**src/rtl/split_req_router_pkg.sv**
```systemverilog
package split_req_router_pkg;

  typedef enum logic [1:0] {
    EV_LOAD   = 2'd0,
    EV_IFETCH = 2'd1,
    EV_STORE  = 2'd2,
    EV_REPL   = 2'd3
  } evtKind_e;

  localparam logic [2:0] RQ_LOAD   = 3'd0;
  localparam logic [2:0] RQ_IFETCH = 3'd1;
  localparam logic [2:0] RQ_STORE  = 3'd2;
  localparam logic [2:0] RQ_ATOMIC = 3'd3;

  // strobes from control to datapath
  typedef struct packed {
    logic     load;       // capture a new event this cycle
    logic     isRepl;     // event is a replacement
    logic     targetI;    // event aims at the instruction cache
    logic     useVictim;  // line comes from the target cache's victim
    evtKind_e kind;       // request's own event code
  } ctlStrobe_t;

endpackage

```
**src/rtl/req_decode.sv**
```systemverilog
module req_decode
  import split_req_router_pkg::*;
(
  input  logic [2:0] reqType,
  output logic       typeOk,
  output logic       wantIcache,
  output evtKind_e   baseKind
);
  always_comb begin
    typeOk     = 1'b1;
    wantIcache = 1'b0;
    baseKind   = EV_LOAD;
    case (reqType)
      RQ_LOAD:   baseKind = EV_LOAD;
      RQ_IFETCH: begin
        wantIcache = 1'b1;
        baseKind   = EV_IFETCH;
      end
      RQ_STORE, RQ_ATOMIC: baseKind = EV_STORE;
      default:   typeOk = 1'b0;
    endcase
  end
endmodule

```
**src/rtl/router_ctrl.sv**
```systemverilog
module router_ctrl
  import split_req_router_pkg::*;
(
  input  logic       reqValid,
  input  logic       netBusy,
  input  logic       typeOk,
  input  logic       wantIcache,
  input  evtKind_e   baseKind,
  input  logic       iPresent,
  input  logic       dPresent,
  input  logic       iFree,
  input  logic       dFree,
  input  logic       evtValid,
  input  logic       evtReady,
  input  logic       heldRepl,
  output ctlStrobe_t strobe,
  output logic       reqReady,
  output logic       errType,
  output logic       errDual
);
  logic eligible;
  logic dual;
  logic rightHit;
  logic wrongHit;
  logic rightFree;
  logic finalAccept;

  always_comb begin
    eligible  = reqValid && !netBusy && !evtValid;
    dual      = iPresent && dPresent;
    rightHit  = wantIcache ? iPresent : dPresent;
    wrongHit  = wantIcache ? dPresent : iPresent;
    rightFree = wantIcache ? iFree    : dFree;

    errType = eligible && !typeOk;
    errDual = eligible && typeOk && dual;

    strobe.load      = eligible && typeOk && !dual;
    strobe.isRepl    = !rightHit && (wrongHit || !rightFree);
    strobe.targetI   = (!rightHit && wrongHit) ? !wantIcache : wantIcache;
    strobe.useVictim = !rightHit && !wrongHit && !rightFree;
    strobe.kind      = baseKind;

    finalAccept = evtValid && evtReady && !heldRepl;
    reqReady    = finalAccept || errType || errDual;
  end
endmodule

```
**src/rtl/router_datapath.sv**
```systemverilog
module router_datapath
  import split_req_router_pkg::*;
#(
  parameter int LINE_W = 26
) (
  input  logic              clk,
  input  logic              rstN,
  input  ctlStrobe_t        strobe,
  input  logic [LINE_W-1:0] reqLine,
  input  logic [LINE_W-1:0] iVictim,
  input  logic [LINE_W-1:0] dVictim,
  input  logic              evtReady,
  output logic              evtValid,
  output logic [1:0]        evtKind,
  output logic              evtIcache,
  output logic [LINE_W-1:0] evtLine,
  output logic              heldRepl
);
  logic [LINE_W-1:0] victimLine;
  logic [LINE_W-1:0] nextLine;
  evtKind_e          nextKind;

  always_comb begin
    victimLine = strobe.targetI ? iVictim : dVictim;
    nextLine   = strobe.useVictim ? victimLine : reqLine;
    nextKind   = strobe.isRepl ? EV_REPL : strobe.kind;
  end

  always_ff @(posedge clk or negedge rstN) begin
    if (!rstN) begin
      evtValid  <= 1'b0;
      evtKind   <= EV_LOAD;
      evtIcache <= 1'b0;
      evtLine   <= '0;
    end else if (strobe.load) begin
      evtValid  <= 1'b1;
      evtKind   <= nextKind;
      evtIcache <= strobe.targetI;
      evtLine   <= nextLine;
    end else if (evtValid && evtReady) begin
      evtValid <= 1'b0;
    end
  end

  assign heldRepl = (evtKind == EV_REPL);
endmodule

```
**src/rtl/split_req_router.sv**
```systemverilog
module split_req_router
  import split_req_router_pkg::*;
#(
  parameter int LINE_W = 26
) (
  input  logic              clk,
  input  logic              rstN,
  input  logic              reqValid,
  output logic              reqReady,
  input  logic [2:0]        reqType,
  input  logic [LINE_W-1:0] reqLine,
  input  logic              iPresent,
  input  logic              dPresent,
  input  logic              iFree,
  input  logic              dFree,
  input  logic [LINE_W-1:0] iVictim,
  input  logic [LINE_W-1:0] dVictim,
  input  logic              netBusy,
  output logic              evtValid,
  input  logic              evtReady,
  output logic [1:0]        evtKind,
  output logic              evtIcache,
  output logic [LINE_W-1:0] evtLine,
  output logic              errType,
  output logic              errDual
);
  logic       typeOk;
  logic       wantIcache;
  evtKind_e   baseKind;
  ctlStrobe_t strobe;
  logic       heldRepl;

  req_decode u_decode (
    .reqType   (reqType),
    .typeOk    (typeOk),
    .wantIcache(wantIcache),
    .baseKind  (baseKind)
  );

  router_ctrl u_ctrl (
    .reqValid  (reqValid),
    .netBusy   (netBusy),
    .typeOk    (typeOk),
    .wantIcache(wantIcache),
    .baseKind  (baseKind),
    .iPresent  (iPresent),
    .dPresent  (dPresent),
    .iFree     (iFree),
    .dFree     (dFree),
    .evtValid  (evtValid),
    .evtReady  (evtReady),
    .heldRepl  (heldRepl),
    .strobe    (strobe),
    .reqReady  (reqReady),
    .errType   (errType),
    .errDual   (errDual)
  );

  router_datapath #(.LINE_W(LINE_W)) u_dp (
    .clk      (clk),
    .rstN     (rstN),
    .strobe   (strobe),
    .reqLine  (reqLine),
    .iVictim  (iVictim),
    .dVictim  (dVictim),
    .evtReady (evtReady),
    .evtValid (evtValid),
    .evtKind  (evtKind),
    .evtIcache(evtIcache),
    .evtLine  (evtLine),
    .heldRepl (heldRepl)
  );
endmodule

```
**config.mk**
```make
export PLATFORM = sky130hd
export DESIGN_NAME = split_req_router
export DESIGN_NICKNAME = d
export VERILOG_FILES = /design/src/rtl/split_req_router_pkg.sv /design/src/rtl/req_decode.sv /design/src/rtl/router_ctrl.sv /design/src/rtl/router_datapath.sv /design/src/rtl/split_req_router.sv
export SDC_FILE = /design/constraint.sdc
export NUM_CORES = 1
export LEC_CHECK = 0
export BUFFER_PORTS_ARGS = -buffer_cell sky130_fd_sc_hd__clkbuf_2
export CAP_MARGIN = 20
export CORE_MARGIN = 4
export CORE_UTILIZATION = 38
export CTS_CLUSTER_DIAMETER = 200
export CTS_CLUSTER_SIZE = 24
export DETAILED_ROUTE_END_ITERATION = 10
export PLACE_DENSITY_LB_ADDON = 0.2
export RECOVER_POWER = 50
export SETUP_SLACK_MARGIN = 0.05
export SYNTH_ARGS = -nofsm -noshare
export SYNTH_HDL_FRONTEND = slang
export SYNTH_SLANG_ARGS = --single-unit
export TNS_END_PERCENT = 10
```
**constraint.sdc**
```tcl
create_clock -name clk -period 1.67 [get_ports clk]
set_clock_uncertainty 0.1 [all_clocks]
set_input_delay 0.2505 -clock clk [delete_from_list [all_inputs] [get_ports clk]]
set_output_delay 0.2505 -clock clk [all_outputs]
set_load 0.05 [all_outputs]
```
==> summary.md <==
| Metric | Value |
|---|---|
| DR iter-0 viols | 75 |
| Post-synth top cells | dfrtp_1, a21boi_0, a31oi_1, mux2i_1, o21ai_1 |
| Post-synth top area cell | dfrtp_1 |
| Pre-CTS WS | -0.287 ns |
| Port bufs | ~120 |
| Area Overhead vs Synth | 52.1% |
| Rel. slew slack | 0.317 |
| First-pass GRT wire length | about 9000 um |
| Die Y | between 70 and 80 um |
| Final HPWL DP | about 4400 um |
| Critical path type | reg -> out |
| Clock H-tree levels | 2 |
| R2R setup slack | -0.13 ns |
| Pins Over Slew Limit | 0 |
| Met2 WL | 2800 um |
| Top Metal Used | met4 |
| PnR worst setup slack | -0.262 ns |
| Min Hold Slack | 0.0876 ns |
| Vias after detailed routing | just under 2,000 |
| Minimum clock period | 1.93 ns |
| Post-synthesis cell type count | 29 |
| Synth top area share | 0.414 |
| Max Cap Viol | 0 |
| Boundary Pins | 123 |
| Crit path arrival time | 1.58 ns |
| Clk slew on worst S/H paths | 0.06 ns |
| Leakage | around 1.4 nW |
| Antenna diodes | 0 |
| Post-DRT Antenna Nets | 0 |
| Synthesized flop and latch total | 30 |
| Vias in the first global route | 1,967 |
| Post-route clock period utilization | 1.16 |
| Last element of the critical path | reqReady |
| CP cell instances | or4b_4, nor2_4, a311o_2, buf_8 |
| Vias per cell | 5.35 |
| Worst hold-check path type | in -> reg |
| CP startpoint kind | flop |
| R2R depth | 6 |
| CP Launch Point | u_dp.evtValid |
| Max incr delay on CP | approximately 0.51 ns |
| Fillers | 401 |
| Mean post-synth cell area | 9.97 sq um |
| Clock sinks | 30 |
| Yosys warning count | 0 |
| CTS tree | yes |
| Critical Path Stages | 4 |
| Post-synth top flop | dfrtp_1 |
| Longest Clk Path Bufs | 2 |
| Cell area after synthesis | 1810 sq um |
| Mapped Nets | 272 |
| Worst-Margin Slew | 1.02 ns |
| Final WL | between 5000 and 6000 um |
| CP Max Fanout | 2 |
| Core Region | 4470 sq um |
| Placed Cells | 360 |
| Initial Util | 0.405 |
| Row Count | 24 |
| Die area | 5940 sq um |
| Fin util | 0.617 |
| Largest net degree at the start of global routing | 28 |
| RR Endpoint | u_dp.evtLine[24] |
| Power Dens Cells | 1070 nW/um^2 |
| Ranking of synthesized cells by area | dfrtp_1, mux2i_1, a21boi_0, a31oi_1, o21ai_1 |
| Peak supply drop | roughly 0.6 mV |
| Clk_lat worst skew | 0.27 ns |
| Gr usage total | 0.190 |
| Final setup vio count | 30 |
| Outcome | finished, violations left |
| Unrepaired setup endpoints after global routing | true |
| Sequential area share after synthesis | 0.414 |
| Residual DRC | 0 |
| Maximum clock rate | about 520 MHz |
| Final Wtd Congestion | 0.828 |
| Worst Path Required | 1.32 ns |
| CP max-delay cell | or4b_4 |
| CTS Buf Count | 5 |
| Final Hold Vio Count | 0 |
| R2r startpoint | u_dp.evtValid |
| Failing checks | setup timing |
| Share of cells above drive strength 1 | 0.459 |
| Root buffer cell | clkbuf_8 |
| Worst path top cell family by delay | simple AND/OR/NAND/NOR gates |
| Fin nets | 408 |
| Met3 Wirelength | 396 um |
| Asr flop ratio synth | 1.00 |
| Gr ovfl total | 0 |
| Non-Filler Instances | between 300 and 400 |
| Post-Syn Instances | 182 |
| Drt pass-1 iters | 4 |
| Crit path buffers/inverters | 1 |
| Horiz. Die Dim | a little under 80 um |
| EDFF count, synth | 0 |
| Post-Route M1 WL | between 2000 and 2500 um |
| Most frequent cell after synthesis | dfrtp_1 |
| DR WL/cell | 15.6 um |
| Initial antenna violation count | 0 |
| CP endpoint kind | primary output |
==> routing by layer <==
layer	vias up	track usage
met5	-	0
met4	0	0.0658
met3	9	0.0445
met2	97	0.330
met1	907	0.230
li1	965	-
==> sequential cells by signal (all words and copies together), names as in the netlist <==
signal and count:
u_dp.evtKind 2, u_dp.evtLine 26, u_dp.evtValid 1, u_dp.evtIcache 1
==> cells by family after synthesis <==
family	count (synthesis)	share of synthesized area
flops	30	0.414
fa+ha+maj	1	0.00621
simple gates	18	0.0586
compound gates	88	0.316
mux	26	0.143
buf+inv	19	0.0621
==> report_power, final <==
part	switching [mW]	internal (mW)	total, mW
Sequential	0.0843	0.898	0.982
Combinational	0.984	0.440	1.42
Clock	0.250	0.286	0.536
Total	1.32	1.62	2.94
==> cells in the final DEF, fill, tap and decap left out, drive strengths merged, types with 2 or more instances in the layout <==
master  count
a21boi     26
inv         2
buf        26
o22a        2
nor3        3
nand2       4
dfrtp      30
nor2        4
mux2i      26
a31oi      26
o21ai      29
clkbuf    126
==> area by class of cell <==
type	instances	area [sq um]	area share
Timing Repair Buffer	146	868	0.315
Tap cell	52	65.1	0.0236
Multi-Input combinational cell	133	990	0.359
Sequential cell	30	752	0.273
Inverter	2	7.51	0.00272
Clock buffer	7	76.3	0.0277
==> worst min path at each step <==
| stage | from | end | cells past startpoint |
|---|---|---|---|
| after global routing | evtReady | u_dp.evtValid | 2 |
| after detailed placement | rstN | u_dp.evtValid | 1 |
| final | evtReady | u_dp.evtValid | 2 |
| after CTS | evtReady | u_dp.evtValid | 2 |
| after global placement | rstN | u_dp.evtValid | 1 |
| after floorplan | rstN | u_dp.evtIcache | 0 |
==> metrics by stage <==
step | instance area, sq um | power (mW) | setup TNS, ns
after detailed placement | 2630 | 2.43 | -6.05
after global placement | 2630 | 2.40 | -4.70
after global routing | 2760 | 3.11 | -7.24
after floorplan | 1830 | 2.00 | -4.51
after CTS | 2740 | 2.98 | -4.51
final | 2760 | 2.94 | -3.41
==> repair_timing <==
action,CTS,global route
endpoints found under the hold margin,17,0
resized for setup,5,7
hold buffers,1,0
setup buffers,1,1
setup endpoints to repair,31,32
pin swaps,1,2
No activity file was read; power rests on OpenSTA's default activity.
